**src/rtl/cegate_pkg.sv**
```systemverilog
package cegate_pkg;

  typedef enum logic [1:0] {
    GS_BLOCKED = 2'd0,
    GS_OPEN    = 2'd1,
    GS_GRACE   = 2'd2
  } gateState_t;

  // Strobes from the control FSM to the datapath
  typedef struct packed {
    logic graceLoad;   // restart the grace counter
    logic graceStep;   // advance the grace counter
    logic pathOpen;    // let the request through to the output
  } gateStrobe_t;

endpackage

```
**src/rtl/ce_gate_ctrl.sv**
```systemverilog
module ce_gate_ctrl
  import cegate_pkg::*;
(
  input  logic        clk,
  input  logic        rstN,
  input  logic        ceReqN,
  input  logic        rstActive,
  input  logic        onBattery,
  input  logic        graceLast,
  output gateStrobe_t strobe
);

  gateState_t state, stateNext;

  always_ff @(posedge clk or negedge rstN) begin
    if (!rstN) state <= GS_BLOCKED;
    else       state <= stateNext;
  end

  always_comb begin
    stateNext        = state;
    strobe.graceLoad = 1'b0;
    strobe.graceStep = 1'b0;
    strobe.pathOpen  = !onBattery && (state != GS_BLOCKED);
    unique case (state)
      GS_OPEN: begin
        if (onBattery) begin
          stateNext = GS_BLOCKED;
        end else if (rstActive) begin
          if (!ceReqN) begin
            stateNext        = GS_GRACE;
            strobe.graceLoad = 1'b1;
          end else begin
            stateNext = GS_BLOCKED;
          end
        end
      end
      GS_GRACE: begin
        strobe.graceStep = 1'b1;
        if (onBattery || ceReqN || graceLast) stateNext = GS_BLOCKED;
      end
      GS_BLOCKED: begin
        if (!rstActive && !onBattery && ceReqN) stateNext = GS_OPEN;
      end
      default: stateNext = GS_BLOCKED;
    endcase
  end

endmodule

```
**src/rtl/ce_gate_dpath.sv**
```systemverilog
module ce_gate_dpath
  import cegate_pkg::*;
#(
  parameter int GRACE_CYCLES = 750
) (
  input  logic        clk,
  input  logic        rstN,
  input  logic        ceReqN,
  input  gateStrobe_t strobe,
  output logic        graceLast,
  output logic        ceGatedN
);

  localparam int CW = (GRACE_CYCLES > 1) ? $clog2(GRACE_CYCLES) : 1;
  localparam logic [CW-1:0] LAST = CW'(GRACE_CYCLES - 1);

  logic [CW-1:0] graceCnt;

  always_ff @(posedge clk or negedge rstN) begin
    if (!rstN)                 graceCnt <= '0;
    else if (strobe.graceLoad) graceCnt <= '0;
    else if (strobe.graceStep && graceCnt != LAST) graceCnt <= graceCnt + 1'b1;
  end

  assign graceLast = (graceCnt == LAST);
  assign ceGatedN  = strobe.pathOpen ? ceReqN : 1'b1;

endmodule

```
**src/rtl/ce_gate.sv**
```systemverilog
module ce_gate
  import cegate_pkg::*;
#(
  parameter int GRACE_CYCLES = 750
) (
  input  logic clk,
  input  logic rstN,
  input  logic ceReqN,
  input  logic rstActive,
  input  logic onBattery,
  output logic ceGatedN
);

  gateStrobe_t strobe;
  logic        graceLast;

  ce_gate_ctrl u_ctrl (
    .clk       (clk),
    .rstN      (rstN),
    .ceReqN    (ceReqN),
    .rstActive (rstActive),
    .onBattery (onBattery),
    .graceLast (graceLast),
    .strobe    (strobe)
  );

  ce_gate_dpath #(.GRACE_CYCLES(GRACE_CYCLES)) u_dpath (
    .clk       (clk),
    .rstN      (rstN),
    .ceReqN    (ceReqN),
    .strobe    (strobe),
    .graceLast (graceLast),
    .ceGatedN  (ceGatedN)
  );

endmodule

```
**config.mk**
```make
export PLATFORM = sky130hd
export DESIGN_NAME = ce_gate
export DESIGN_NICKNAME = d
export VERILOG_FILES = /design/src/rtl/cegate_pkg.sv /design/src/rtl/ce_gate_ctrl.sv /design/src/rtl/ce_gate_dpath.sv /design/src/rtl/ce_gate.sv
export SDC_FILE = /design/constraint.sdc
export NUM_CORES = 1
export LEC_CHECK = 0
export BUFFER_PORTS_ARGS = -buffer_cell sky130_fd_sc_hd__clkbuf_2
export CAP_MARGIN = 20
export CORE_AREA = 5 5 42 44
export DETAILED_ROUTE_END_ITERATION = 10
export DIE_AREA = 0 0 47 49
export GPL_TIMING_DRIVEN = 0
export PLACE_DENSITY_LB_ADDON = 0.12
export SKIP_LAST_GASP = 1
export SLEW_MARGIN = 25
export SYNTH_ARGS = -nofsm -noshare
export SYNTH_HDL_FRONTEND = slang
export SYNTH_SLANG_ARGS = --single-unit
```
**constraint.sdc**
```tcl
create_clock -name clk -period 2 [get_ports clk]
set_clock_uncertainty 0.15 [all_clocks]
set_input_delay 0.3 -clock clk [delete_from_list [all_inputs] [get_ports clk]]
set_output_delay 0.3 -clock clk [all_outputs]
set_load 0.03 [all_outputs]
```
# [Yosys cells after proc, flatten, opt, wreduce, memory -nomap -nowiden]
# Index checks and enable logic that the tools add are counted.
[word_totals] ff_bits=12 latchBits=0 ramBits=0 rom_bits=0 inputBits=5 output_inout_bits=1 elab_cells=36 mem_count=0
[op_classes] addsub=1 mul=0 div_mod_pow=0 n_lt_le_gt_ge=0 n_eq_ne=7 shift=0 muxes=14 n_bitwise=0 n_reduce_logical=12
[op_table] op="10-bit 2-to-1 mux" count=2
[op_table] op="10-bit by 1-bit adder with 10-bit output (second input constant)" count=1
[op_table] op="10-bit == test (second input constant)" count=1
[op_table] op="2-bit 2-to-1 mux" count=5
[op_table] op="10-bit != test (second input constant)" count=1
[op_table] op="1-bit 2-to-1 mux" count=6
[op_table] op="2-bit one-hot mux with 3 select lines" count=1
[op_table] op="1-bit logical AND" count=4
[op_table] op="2-bit by 1-bit != test with 1-bit output (second input constant)" count=2
[op_table] op="2-bit nonzero test" count=2
[op_table] op="3-bit != test (second input constant)" count=1
[op_table] op="3-bit AND reduction" count=1
[op_table] op="2-bit by 1-bit == test with 1-bit output (second input constant)" count=1
[op_table] op="2-bit == test (second input constant)" count=1
[op_table] op="1-bit logical NOT" count=2
[op_table] op="2-bit logical NOT" count=1
[op_table] op="1-bit logical OR" count=2

# [Longest topological paths before layout]
# Gate-level depths: netlist of the first run.
[depth] ltp_word=5 ltp_mapped=6 mapped_depth_nobuf=6

# [Hierarchy]
# A second synthesis of the first run with hierarchy kept.
[hier_totals] hier_cells=78 area_unflattened_um2=753.2
[by_module_without_submodules] module="ce_gate_dpath" n_inst=1 cells_per_inst=67 area_per_inst_um2=645.6 seq_area_each_um2=250.2
[by_module_without_submodules] module="ce_gate_ctrl" n_inst=1 cells_per_inst=11 area_per_inst_um2=107.6 seq_area_each_um2=50.0

# [Worst setup path before layout of the first run]
# No wires, ideal clock.
[synth_path] path_type="register to output" from="reg u_ctrl.state[0]" to="out ceGatedN" arrival_ns=1.105 required_time_ns=1.550 slack_ns=0.445 stages_incl_launch_ff=2 n_path_buf=0 path_cell_list="dfrtp_1 > o21ai_0"
[synth_between] elab_chain_cells=3
[synth_lines] element="from (decl)" line_no="ce_gate_ctrl.sv:13" rtl="gateState_t state, stateNext;"
[synth_lines] element="from (signal assigned)" line_no="ce_gate_ctrl.sv:17" rtl="else state <= stateNext;"
[synth_lines] element="2-bit nonzero test" line_no="ce_gate_ctrl.sv:24" rtl="strobe.pathOpen = !onBattery && (state != GS_BLOCKED);"
[synth_lines] element="1-bit logical AND" line_no="ce_gate_ctrl.sv:24"
[synth_lines] element="1-bit 2-to-1 mux" line_no="ce_gate_dpath.sv:26" rtl="assign ceGatedN = strobe.pathOpen ? ceReqN : 1'b1;"
[synth_lines] element="to (decl)" line_no="ce_gate.sv:11" rtl="output logic ceGatedN"
# No other way between the ends.

# [Worst setup path after layout of the first run]
[layout_path] from="reg u_dpath.graceCnt[1]" to="reg u_dpath.graceCnt[0]"
[layout_between] elab_chain_cells=3
[layout_lines] element="from (decl)" line_no="ce_gate_dpath.sv:17" rtl="logic [CW-1:0] graceCnt;"
[layout_lines] element="from (signal assigned)" line_no="ce_gate_dpath.sv:22" rtl="else if (strobe.graceStep && graceCnt != LAST) graceCnt <= graceCnt + 1'b1;"
[layout_lines] element="10-bit != test" line_no="ce_gate_dpath.sv:22"
[layout_lines] element="1-bit logical AND" line_no="ce_gate_dpath.sv:22"
[layout_lines] element="2-bit nonzero test (no line)"
# No other way between the ends.
# A chain may end at the register's enable or synchronous reset.

==> results of run 1 <==
==> repair_timing <==
| action | CTS | global route |
|---|---|---|
| hold buffers | 1 | 0 |
| endpoints found under the hold margin | 12 | 0 |
| gates resized for setup | 0 | 0 |
==> cells in the mapped netlist (all sizes together) <==
| library cell | number |
|---|---|
| a21oi | 2 |
| and2b | 1 |
| and4b | 1 |
| clkbuf | 1 |
| dfrtp | 12 |
| ha | 2 |
| inv | 3 |
| mux2i | 2 |
| nand2 | 5 |
| nand2b | 1 |
| nand3 | 2 |
| nand3b | 1 |
| nand4 | 1 |
| nand4b | 2 |
| nand4bb | 1 |
| nor2 | 6 |
| nor3 | 3 |
| nor4 | 3 |
| o211ai | 2 |
| o21ai | 5 |
| o31ai | 1 |
| or3 | 1 |
| or4 | 1 |
| xnor2 | 4 |
==> sequential cells by signal, summed over array words and instances, names as in the netlist <==
| signal | cells |
|---|---|
| u_dpath.graceCnt | 10 |
| u_ctrl.state | 2 |
==> worst max path at each step <==
stage	end	slack, ns	cells after the start
global placement	u_dpath.graceCnt[1]$_DFFE_PN0P_	0.29	6
CTS	u_dpath.graceCnt[0]$_DFFE_PN0P_	0.27	6
floorplan	ceGatedN	0.44	1
detailed placement	u_dpath.graceCnt[0]$_DFFE_PN0P_	0.29	6
finish	u_dpath.graceCnt[0]$_DFFE_PN0P_	0.30	6
global route	u_dpath.graceCnt[0]$_DFFE_PN0P_	0.08	6
==> area by class of cell <==
| type | instances | area [sq um] | share of cell area [%] |
|---|---|---|---|
| repair buffers | 6 | 35.0 | 4.97 |
| clock buffers | 3 | 22.5 | 3.20 |
| multi-input cells | 47 | 312 | 44.2 |
| inverters | 3 | 11.3 | 1.60 |
| well taps | 16 | 20.0 | 2.84 |
| plain buffers | 1 | 3.75 | 0.533 |
| flip-flops and latches | 12 | 300 | 42.6 |
==> logic make-up (layout without fill, tap and decap cells) <==
logic type / Yosys count / in the layout / synth area share (%)
AO/OA/AOI/OAI: 10 / 10 / 9.18
XOR/XNOR: 4 / 4 / 5.59
adder cells (fa/ha/maj): 2 / 2 / 3.99
buffers and inverters: 4 / 13 / 2.39
flip-flops: 12 / 12 / 47.9
multiplexers: 2 / 2 / 3.19
AND/OR/NAND/NOR: 29 / 29 / 27.7
==> metrics by stage <==
| stage | hold WS, ns | total power (uW) | cells | worst slack (ns) |
|---|---|---|---|---|
| 6_report | 0.0576 | 674 | 88 | 0.298 |
| 5_1_grt | 0.0609 | 726 | 88 | 0.0827 |
| 4_1_cts | 0.0565 | 679 | 88 | 0.273 |
| 3_5_place_dp | 0.0496 | 526 | 84 | 0.295 |
| 3_3_place_gp | 0.0473 | 521 | 84 | 0.289 |
| 2_1_floorplan | -0.146 | 477 | 63 | 0.445 |
==> power groups by stage <==
stage          sequential (uW)  combinational [uW]  clock (uW)
2_1_floorplan              369                 108           0
3_3_place_gp               389                 132           0
3_5_place_dp               390                 136           0
4_1_cts                    385                 140         154
5_1_grt                    396                 163         166
6_report                   386                 138         151
==> routing by layer <==
| layer | GRT usage (%) | up-vias | wire [microns] |
|---|---|---|---|
| met1 | 14.4 | 225 | 560 |
| met5 | 0 | - | 0 |
| met4 | 8.29 | 0 | 38 |
| li1 | - | 248 | - |
| met2 | 16.7 | 6 | 514 |
| met3 | 3.32 | 5 | 28 |
==> impl_summary.txt, run 1 <==
----------------------------------------------------
[Outcome]
  Status ... finished, final reports clean

[Setup path]
  Worst setup EP type ... flip-flop
  Element type at the critical path start ... flip-flop
  Arrival time reported for the critical path endpoint ... around 1.8 ns
  Crit-path max FO ... 5
  Chain of cells forming the critical path ... inv_1 -> ha_1 -> nand4bb_1 -> nor3_1 -> nand2b_1 -> mux2i_1
  Family with the most delay on the worst path ... simple AND/OR/NAND/NOR gates
  Worst R2R End ... u_dpath.graceCnt[0]$_DFFE_PN0P_
  Slowest cell on crit path ... sky130_fd_sc_hd__dfrtp_1
  CP peak stage delay ... 0.43 ns
  Required time of the critical path ... 2.05 ns
  CP Buf/Inv Count ... 1
  Minimum setup slack among reg-to-reg paths ... 0.30 ns
  Category of the most critical setup path ... reg2reg
  R2R Path Start ... u_dpath.graceCnt[1]$_DFFE_PN0P_
  Number of cell instances on the worst register-to-register path ... 6
  Launching instance or port of the critical path ... u_dpath.graceCnt[1]$_DFFE_PN0P_

[Clock network]
  Clock edge transition at the registers on the reported setup and hold paths ... roughly 0.08 ns
  Max clock buf depth ... 2
  Post-CTS Repair Setup Buffers ... 0
  CTS tree ... built
  TritonCTS Sinks ... 12
  Skew-Pair Late Insertion Delay ... ~0.27 ns
  Root Buffer ... sky130_fd_sc_hd__clkbuf_4
  Number of buffers created by CTS ... 3
  Number of H-tree branching levels ... 1

[Synth]
  Cell type with the largest total area after synthesis ... sky130_fd_sc_hd__dfrtp_1
  Mean area per synthesized cell ... between 9 and 10 sq um
  Leading post-synthesis cells by cell area ... sky130_fd_sc_hd__dfrtp_1 48%, sky130_fd_sc_hd__xnor2_1 5.6%, sky130_fd_sc_hd__ha_1 4.0%
  Share of synthesized area occupied by flip-flops and latches ... a little under half
  Synthesis-stage register bit count ... 12
  Post-synthesis cell type count ... 25
  Yosys top cell area share ... 47.9%
  Number of nets produced by synthesis ... 70
  Syn Inst Count ... 63
  Post-Synthesis Cell Area ... approximately 630 sq um
  Yosys Warn Count ... 0

[Hold path]
  End point of the most critical hold path ... u_ctrl.state[0]$_DFFE_PN0P_
  Worst hold path cell count ... 2
  Hold/Removal Path Class ... in2reg
  Hold path startpoint ... rstActive

[Routing]
  Iteration count of the initial detailed-routing pass ... 4
  Ratio of routed vias to standard cells ... roughly 5.5
  Routed wire length per instance ... between 10 and 15 microns
  Total routed wirelength ... 1140 microns
  Overall via count from detail_route ... 484
  First-iteration detailed-routing DRC count ... 5
  Detail Route Antenna Nets ... 0
  Final routed DRC violation total ... 0

[Job]
  Max-capacitance violation count ... 0

[Placed design]
  Total half-perimeter wirelength after legalization and detailed placement ... 846 microns
  Count of buffers from port buffering ... 5
  Area after DPL ... 672 sq um
  Global placement routability congestion ... approximately 0.71

[Timing]
  Setup Total Neg Slack ... 0 ns
  Final count of hold timing violations ... 0
  Share of the clock period used by the worst path after layout ... between 80% and 90%
  Final min period ... around 1.7 ns
  RSZ-0062 raised after global routing ... false
  Maximum operating frequency ... approximately 590 MHz
  Slew @ Worst Pin ... 0.344 ns
  Endpoints failing setup ... 0
  Max Slew Vio Count ... 0
  Relative slew slack ... about three quarters

[Cells and area]
  Final design area excluding fillers ... 704 sq um
  Leading cell type in the layout, fill and taps excluded ... sky130_fd_sc_hd__dfrtp_1
  Highest-count cells in the layout ignoring fill and taps ... 12 x sky130_fd_sc_hd__dfrtp_1, 6 x sky130_fd_sc_hd__nor2_1, 5 x sky130_fd_sc_hd__o21ai_0, 5 x sky130_fd_sc_hd__nand2_1, 5 x sky130_fd_sc_hd__clkbuf_2
  Area added between synthesis and finish ... 12.4%
  FILL cells ... about 140
  Number of antenna diodes ... 0
  Utilization after layout ... between 50% and 60%
  Net count of the finished layout ... 81
  Ratio of cells with drive above 1 in the final layout ... between 10% and 20%

[Global routing]
  Via count of the first global-routing pass ... ~450
  Overall overflow remaining after global route ... 0
  Pin count of the biggest net entering global routing ... 13
  Wire length of the first global-routing pass ... roughly 1900 microns
  Overall Global Routing Usage ... 11.7%
  Number of antenna violations at the first check in global routing ... 0

[Power]
  Sequential Power Share ... between 50% and 60%
  Cell area power density ... 957 nW/um^2
  Internal power ... 447 uW
  Proportion of total power due to net switching ... around 34%
  Worst vdd ir ... between 0.4 and 0.5 mV
  Switching power ... roughly 230 uW
  Comb pwr share ... between 20% and 30%
  Leakage ... roughly 0.0003 uW
  Clock power share ... 22.4%

[Floorplanning]
  Total I/O pin count ... 6
  Core Box Area ... ~1400 sq um
  Horizontal extent of the die ... about 47 microns
  Effective utilization at floorplan ... between 40% and 50%
  Die footprint ... between 2000 and 2500 sq um
  Row count ... 14
  Floorplan die height ... 49 microns

----------------------------------------------------
(Power assumes the default switching activity.)
==> inputs of run 2 (changes only) <==
--- a/constraint.sdc
+++ b/constraint.sdc
@@ -4,2 +4,2 @@
 set_output_delay 0.3 -clock clk [all_outputs]
-set_load 0.03 [all_outputs]
+set_load 0.1 [all_outputs]
==> impl_summary.txt, run 2 (same netlist as run 1, synthesis figures left out) <==
----------------------------------------------------
[Floorplanning]
  Horizontal extent of the die ... about 47 microns
  Die footprint ... between 2000 and 2500 sq um
  Total I/O pin count ... 6
  Core Box Area ... ~1400 sq um
  Effective utilization at floorplan ... 44.7%
  Floorplan die height ... 49 microns
  Row count ... 14

[Timing]
  Share of the clock period used by the worst path after layout ... between 80% and 90%
  Max Slew Vio Count ... 0
  Final min period ... 1.77 ns
  Endpoints failing setup ... 0
  Slew @ Worst Pin ... between 0.5 and 0.6 ns
  RSZ-0062 raised after global routing ... false
  Relative slew slack ... roughly 64%
  Final count of hold timing violations ... 0
  Maximum operating frequency ... 565 MHz
  Setup Total Neg Slack ... 0 ns
  Worst-case setup margin in the final layout ... 0.229 ns

[Setup path]
  Required time of the critical path ... 1.55 ns
  Category of the most critical setup path ... reg2out
  Minimum setup slack among reg-to-reg paths ... between 0.2 and 0.3 ns
  Worst setup EP type ... output pin
  Element type at the critical path start ... flip-flop
  Arrival time reported for the critical path endpoint ... 1.32 ns
  Crit-path max FO ... 7

[Clock network]
  Number of H-tree branching levels ... 1
  Root Buffer ... sky130_fd_sc_hd__clkbuf_4
  Max clock buf depth ... 2
  TritonCTS Sinks ... 12
  Post-CTS Repair Setup Buffers ... 0
  CTS tree ... built
  Number of buffers created by CTS ... 3
  Clock edge transition at the registers on the reported setup and hold paths ... 0.07 ns
  Skew-Pair Late Insertion Delay ... 0.27 ns

[Global routing]
  Number of antenna violations at the first check in global routing ... 0
  Pin count of the biggest net entering global routing ... 13
  Overall Global Routing Usage ... about an eighth
  Via count of the first global-routing pass ... approximately 440
  Overall overflow remaining after global route ... 0
  Wire length of the first global-routing pass ... between 1500 and 2000 microns

[Hold path]
  Hold/Removal Path Class ... in2reg

[Power]
  Sequential Power Share ... a little over half
  Proportion of total power due to net switching ... approximately a third
  Comb pwr share ... 19.7%
  Switching power ... 225 uW
  Clock power share ... 26.4%
  Worst vdd ir ... roughly 0.43 mV
  Leakage ... approximately 0.00031 uW
  Internal power ... around 500 uW
  Cell area power density ... ~990 nW/um^2

[Routing]
  Routed wire length per instance ... 13.2 microns
  Detail Route Antenna Nets ... 0
  Iteration count of the initial detailed-routing pass ... 4
  First-iteration detailed-routing DRC count ... 5
  Ratio of routed vias to standard cells ... about 5.5
  Final routed DRC violation total ... 0
  Total routed wirelength ... roughly 1200 microns
  Overall via count from detail_route ... between 400 and 500

[Cells and area]
  Largest registers in the final layout ... u_dpath.graceCnt x10, u_ctrl.state x2
  Final design area excluding fillers ... 722 sq um
  Largest register by flop count ... u_dpath.graceCnt
  Highest-count cells in the layout ignoring fill and taps ... 12 x sky130_fd_sc_hd__dfrtp_1, 6 x sky130_fd_sc_hd__nor2_1, 5 x sky130_fd_sc_hd__nand2_1, 5 x sky130_fd_sc_hd__clkbuf_2
  Number of antenna diodes ... 0
  Flip-flop count of the largest register after layout ... 10
  Net count of the finished layout ... 81
  Ratio of cells with drive above 1 in the final layout ... 17.8%
  Area added between synthesis and finish ... 15.2%
  Utilization after layout ... between 50 and 60%
  Post-layout instance count excluding filler cells ... between 80 and 90
  FF+latch area ... 300 sq um
  Area used by multi-input combinational logic ... approximately 320 sq um
  Leading cell type in the layout, fill and taps excluded ... sky130_fd_sc_hd__dfrtp_1
  FILL cells ... between 100 and 150

[Outcome]
  Status ... finished, final reports clean

[Placed design]
  Count of buffers from port buffering ... 5
  Total half-perimeter wirelength after legalization and detailed placement ... roughly 860 microns
  DP Worst Slack ... between 0.2 and 0.3 ns
  Global placement routability congestion ... between 0.7 and 0.8
  Area after DPL ... about 680 sq um
  Cell count after placement ... 84

[Job]
  Max-capacitance violation count ... 0

----------------------------------------------------
-- run 2: routing by layer --
| layer | wire length (microns) | global-route usage (%) |
|---|---|---|
| met4 | 13 | 8.29 |
| met5 | 0 | 0 |
| met1 | 537 | 15.5 |
| met3 | 42 | 3.32 |
| met2 | 578 | 16.1 |
-- run 2: power groups by stage --
stage               clock network (uW)  registers [uW]  logic (uW)
CTS                                201             385         142
detailed placement                   0             388         138
finish                             188             384         140
global placement                     0             388         134
global route                       211             396         165
floorplan                            0             369         111
-- run 2: critical path, cell delays in order (launching register included) --
cell and delay [ns]:
sky130_fd_sc_hd__dfrtp_1 0.45, sky130_fd_sc_hd__o21ai_2 0.15, sky130_fd_sc_hd__clkbuf_2 0.46
-- run 2: layout make-up --
class                      instances  area share (%)
sequential                        12            41.6
tap                               16            2.77
buffer                             1           0.520
inverter                           3            1.56
timing repair buffer               6            4.85
multi-input combinational         47            43.7
clock buffer                       4            5.03
-- run 2: metrics by stage --
| step | hold WS (ns) | total power (uW) |
|---|---|---|
| 6_report | 0.0653 | 713 |
| 5_1_grt | 0.0438 | 773 |
| 4_1_cts | 0.0479 | 728 |
| 3_5_place_dp | 0.0533 | 526 |
| 3_3_place_gp | 0.0538 | 521 |
| 2_1_floorplan | -0.146 | 481 |
-- run 2: worst paths after layout --
path / start / end / depth (start not counted)
worst min-delay path: rstActive / u_ctrl.state[0]$_DFFE_PN0P_ / 2
max in group asynchronous: rstN / u_dpath.graceCnt[1]$_DFFE_PN0P_ / 2
worst min register to register: u_dpath.graceCnt[3]$_DFFE_PN0P_ / u_dpath.graceCnt[3]$_DFFE_PN0P_ / 1
min in group asynchronous: rstN / u_dpath.graceCnt[5]$_DFFE_PN0P_ / 2
worst max-delay path: u_ctrl.state[0]$_DFFE_PN0P_ / ceGatedN / 2
worst max register to register: u_dpath.graceCnt[1]$_DFFE_PN0P_ / u_dpath.graceCnt[0]$_DFFE_PN0P_ / 6
-- run 2: what timing repair did --
item | 4_1_cts | 5_1_grt
hold endpoints to repair | 12 | 0
endpoints found under the setup margin | 0 | 0
resized for setup | 0 | 0
hold buffers | 1 | 0
==> inputs of run 3 (changes only) <==
CTS_BUF_LIST = sky130_fd_sc_hd__clkbuf_8   (was default)
==> impl_summary.txt, run 3 (same netlist as run 1, synthesis figures left out) <==
----------------------------------------------------
[Setup path]
  CP peak stage delay ... roughly 0.46 ns
  Family with the most delay on the worst path ... buffers and inverters
  Slowest cell on crit path ... sky130_fd_sc_hd__clkbuf_2
  Worst setup EP type ... output pin
  CP Buf/Inv Count ... 1
  Minimum setup slack among reg-to-reg paths ... roughly 0.29 ns
  Element type at the critical path start ... flip-flop
  Arrival time reported for the critical path endpoint ... between 1 and 1.5 ns
  Category of the most critical setup path ... reg2out
  Chain of cells forming the critical path ... o21ai_2 -> clkbuf_2
  Required time of the critical path ... approximately 1.6 ns
  Crit-path max FO ... 7

[Timing]
  Slew @ Worst Pin ... around 0.54 ns
  Max Slew Vio Count ... 0
  Final count of hold timing violations ... 0
  Share of the clock period used by the worst path after layout ... about 87%
  Hold_ws ... 0.0956 ns
  Maximum operating frequency ... around 580 MHz
  RSZ-0062 raised after global routing ... false
  Final min period ... between 1.5 and 2 ns
  Endpoints failing setup ... 0
  Relative slew slack ... roughly 64%
  Setup Total Neg Slack ... 0 ns

[Power]
  Leakage ... approximately 0.00032 uW
  Cell area power density ... ~1100 nW/um^2
  Worst vdd ir ... about 0.46 mV

[Clock network]
  PostCTS Resize Cnt ... 0
  Max clock buf depth ... 2
  Clock edge transition at the registers on the reported setup and hold paths ... around 0.05 ns
  Post-CTS Repair Setup Buffers ... 0
  Number of H-tree branching levels ... 1
  Skew-Pair Late Insertion Delay ... 0.24 ns
  TritonCTS Sinks ... 12
  Number of buffers created by CTS ... 3
  Root Buffer ... sky130_fd_sc_hd__clkbuf_8
  CTS tree ... built
  Total of hold buffers inserted after clock tree synthesis ... 1

[Routing]
  Ratio of routed vias to standard cells ... between 5 and 6
  Post-Route M1 WL ... between 500 and 600 microns
  Iteration count of the initial detailed-routing pass ... 4
  Overall via count from detail_route ... ~500
  Metal2 WL ... roughly 550 microns
  Met3 routed WL ... 56 microns
  Highest metal layer used by the detailed router ... met4
  First-iteration detailed-routing DRC count ... 5
  Total routed wirelength ... approximately 1200 microns
  Detail Route Antenna Nets ... 0
  Final routed DRC violation total ... 0
  Routed wire length per instance ... around 13 microns

[Floorplanning]
  Horizontal extent of the die ... 47 microns
  Floorplan die height ... roughly 49 microns
  Effective utilization at floorplan ... between 40% and 50%
  Row count ... 14
  Core Box Area ... about 1400 sq um
  Total I/O pin count ... 6
  Die footprint ... between 2000 and 2500 sq um

[Cells and area]
  Largest registers in the final layout ... u_dpath.graceCnt x10, u_ctrl.state x2
  Highest-count cells in the layout ignoring fill and taps ... 12 x sky130_fd_sc_hd__dfrtp_1, 6 x sky130_fd_sc_hd__nor2_1, 5 x sky130_fd_sc_hd__nand2_1, 5 x sky130_fd_sc_hd__clkbuf_2
  Number of antenna diodes ... 0
  Flip-flop count of the largest register after layout ... 10
  Largest register by flop count ... u_dpath.graceCnt
  Ratio of cells with drive above 1 in the final layout ... approximately 18%
  Final design area excluding fillers ... 741 sq um
  Net count of the finished layout ... 81
  Leading cell type in the layout, fill and taps excluded ... sky130_fd_sc_hd__dfrtp_1
  FILL cells ... approximately 130
  Area added between synthesis and finish ... 18.2%

[Global routing]
  Overall overflow remaining after global route ... 0
  Pin count of the biggest net entering global routing ... 13
  Number of antenna violations at the first check in global routing ... 0
  Via count of the first global-routing pass ... between 400 and 500
  Wire length of the first global-routing pass ... 1970 microns
  Overall Global Routing Usage ... between 10% and 20%

[Hold path]
  Hold/Removal Path Class ... in2reg

[Placed design]
  Area after DPL ... slightly below 700 sq um
  Global placement routability congestion ... between 0.7 and 0.8
  Total half-perimeter wirelength after legalization and detailed placement ... between 800 and 900 microns
  Count of buffers from port buffering ... 5

[Outcome]
  Status ... finished, final reports clean

[Job]
  Max-capacitance violation count ... 0

----------------------------------------------------
[run 3: cell counts in the layout (fill, tap and decap cells not counted)]
No cell type changed its count.
[run 3: metal layers]
metal / GRT usage, % / vias to the layer above
li1: - / 249
met1: 15.7 / 230
met2: 16.3 / 13
met3: 3.32 / 5
met4: 11.1 / 0
met5: 0 / -
[run 3: worst paths after layout]
path | start | to | cells after the start
min in group asynchronous | rstN | u_dpath.graceCnt[5]$_DFFE_PN0P_ | 2
max in group asynchronous | rstN | u_dpath.graceCnt[2]$_DFFE_PN0P_ | 2
setup reg to reg | u_dpath.graceCnt[1]$_DFFE_PN0P_ | u_dpath.graceCnt[0]$_DFFE_PN0P_ | 6
hold reg to reg | u_dpath.graceCnt[3]$_DFFE_PN0P_ | u_dpath.graceCnt[3]$_DFFE_PN0P_ | 1
hold / removal | onBattery | u_ctrl.state[0]$_DFFE_PN0P_ | 2
setup / recovery | u_ctrl.state[0]$_DFFE_PN0P_ | ceGatedN | 2
[run 3: power breakdown]
part	total (uW)	switching [uW]	leakage, uW	internal (uW)
sequential	385	76.7	0.000151	308
combinational	140	71.1	0.000135	69.3
clock	263	89.2	0.0000288	174
[run 3: layout make-up]
type / instances / area (sq um) / share of cell area (%)
Inverter: 3 / 11.3 / 1.52
Clock buffer: 4 / 55.1 / 7.43
Buffer: 1 / 3.75 / 0.507
Multi-Input combinational cell: 47 / 315 / 42.6
Timing Repair Buffer: 6 / 35.0 / 4.73
Sequential cell: 12 / 300 / 40.5
Tap cell: 16 / 20.0 / 2.70
[run 3: through the flow]
stage | util [%] | cells | total power [uW] | worst slack (ns)
after floorplan | - | 63 | 481 | 0.296
after global placement | 48.2 | 84 | 521 | 0.267
after detailed placement | 48.2 | 84 | 526 | 0.273
after CTS | 52.9 | 89 | 801 | 0.252
after global routing | 52.9 | 89 | 851 | 0.110
final | 52.9 | 89 | 789 | 0.263
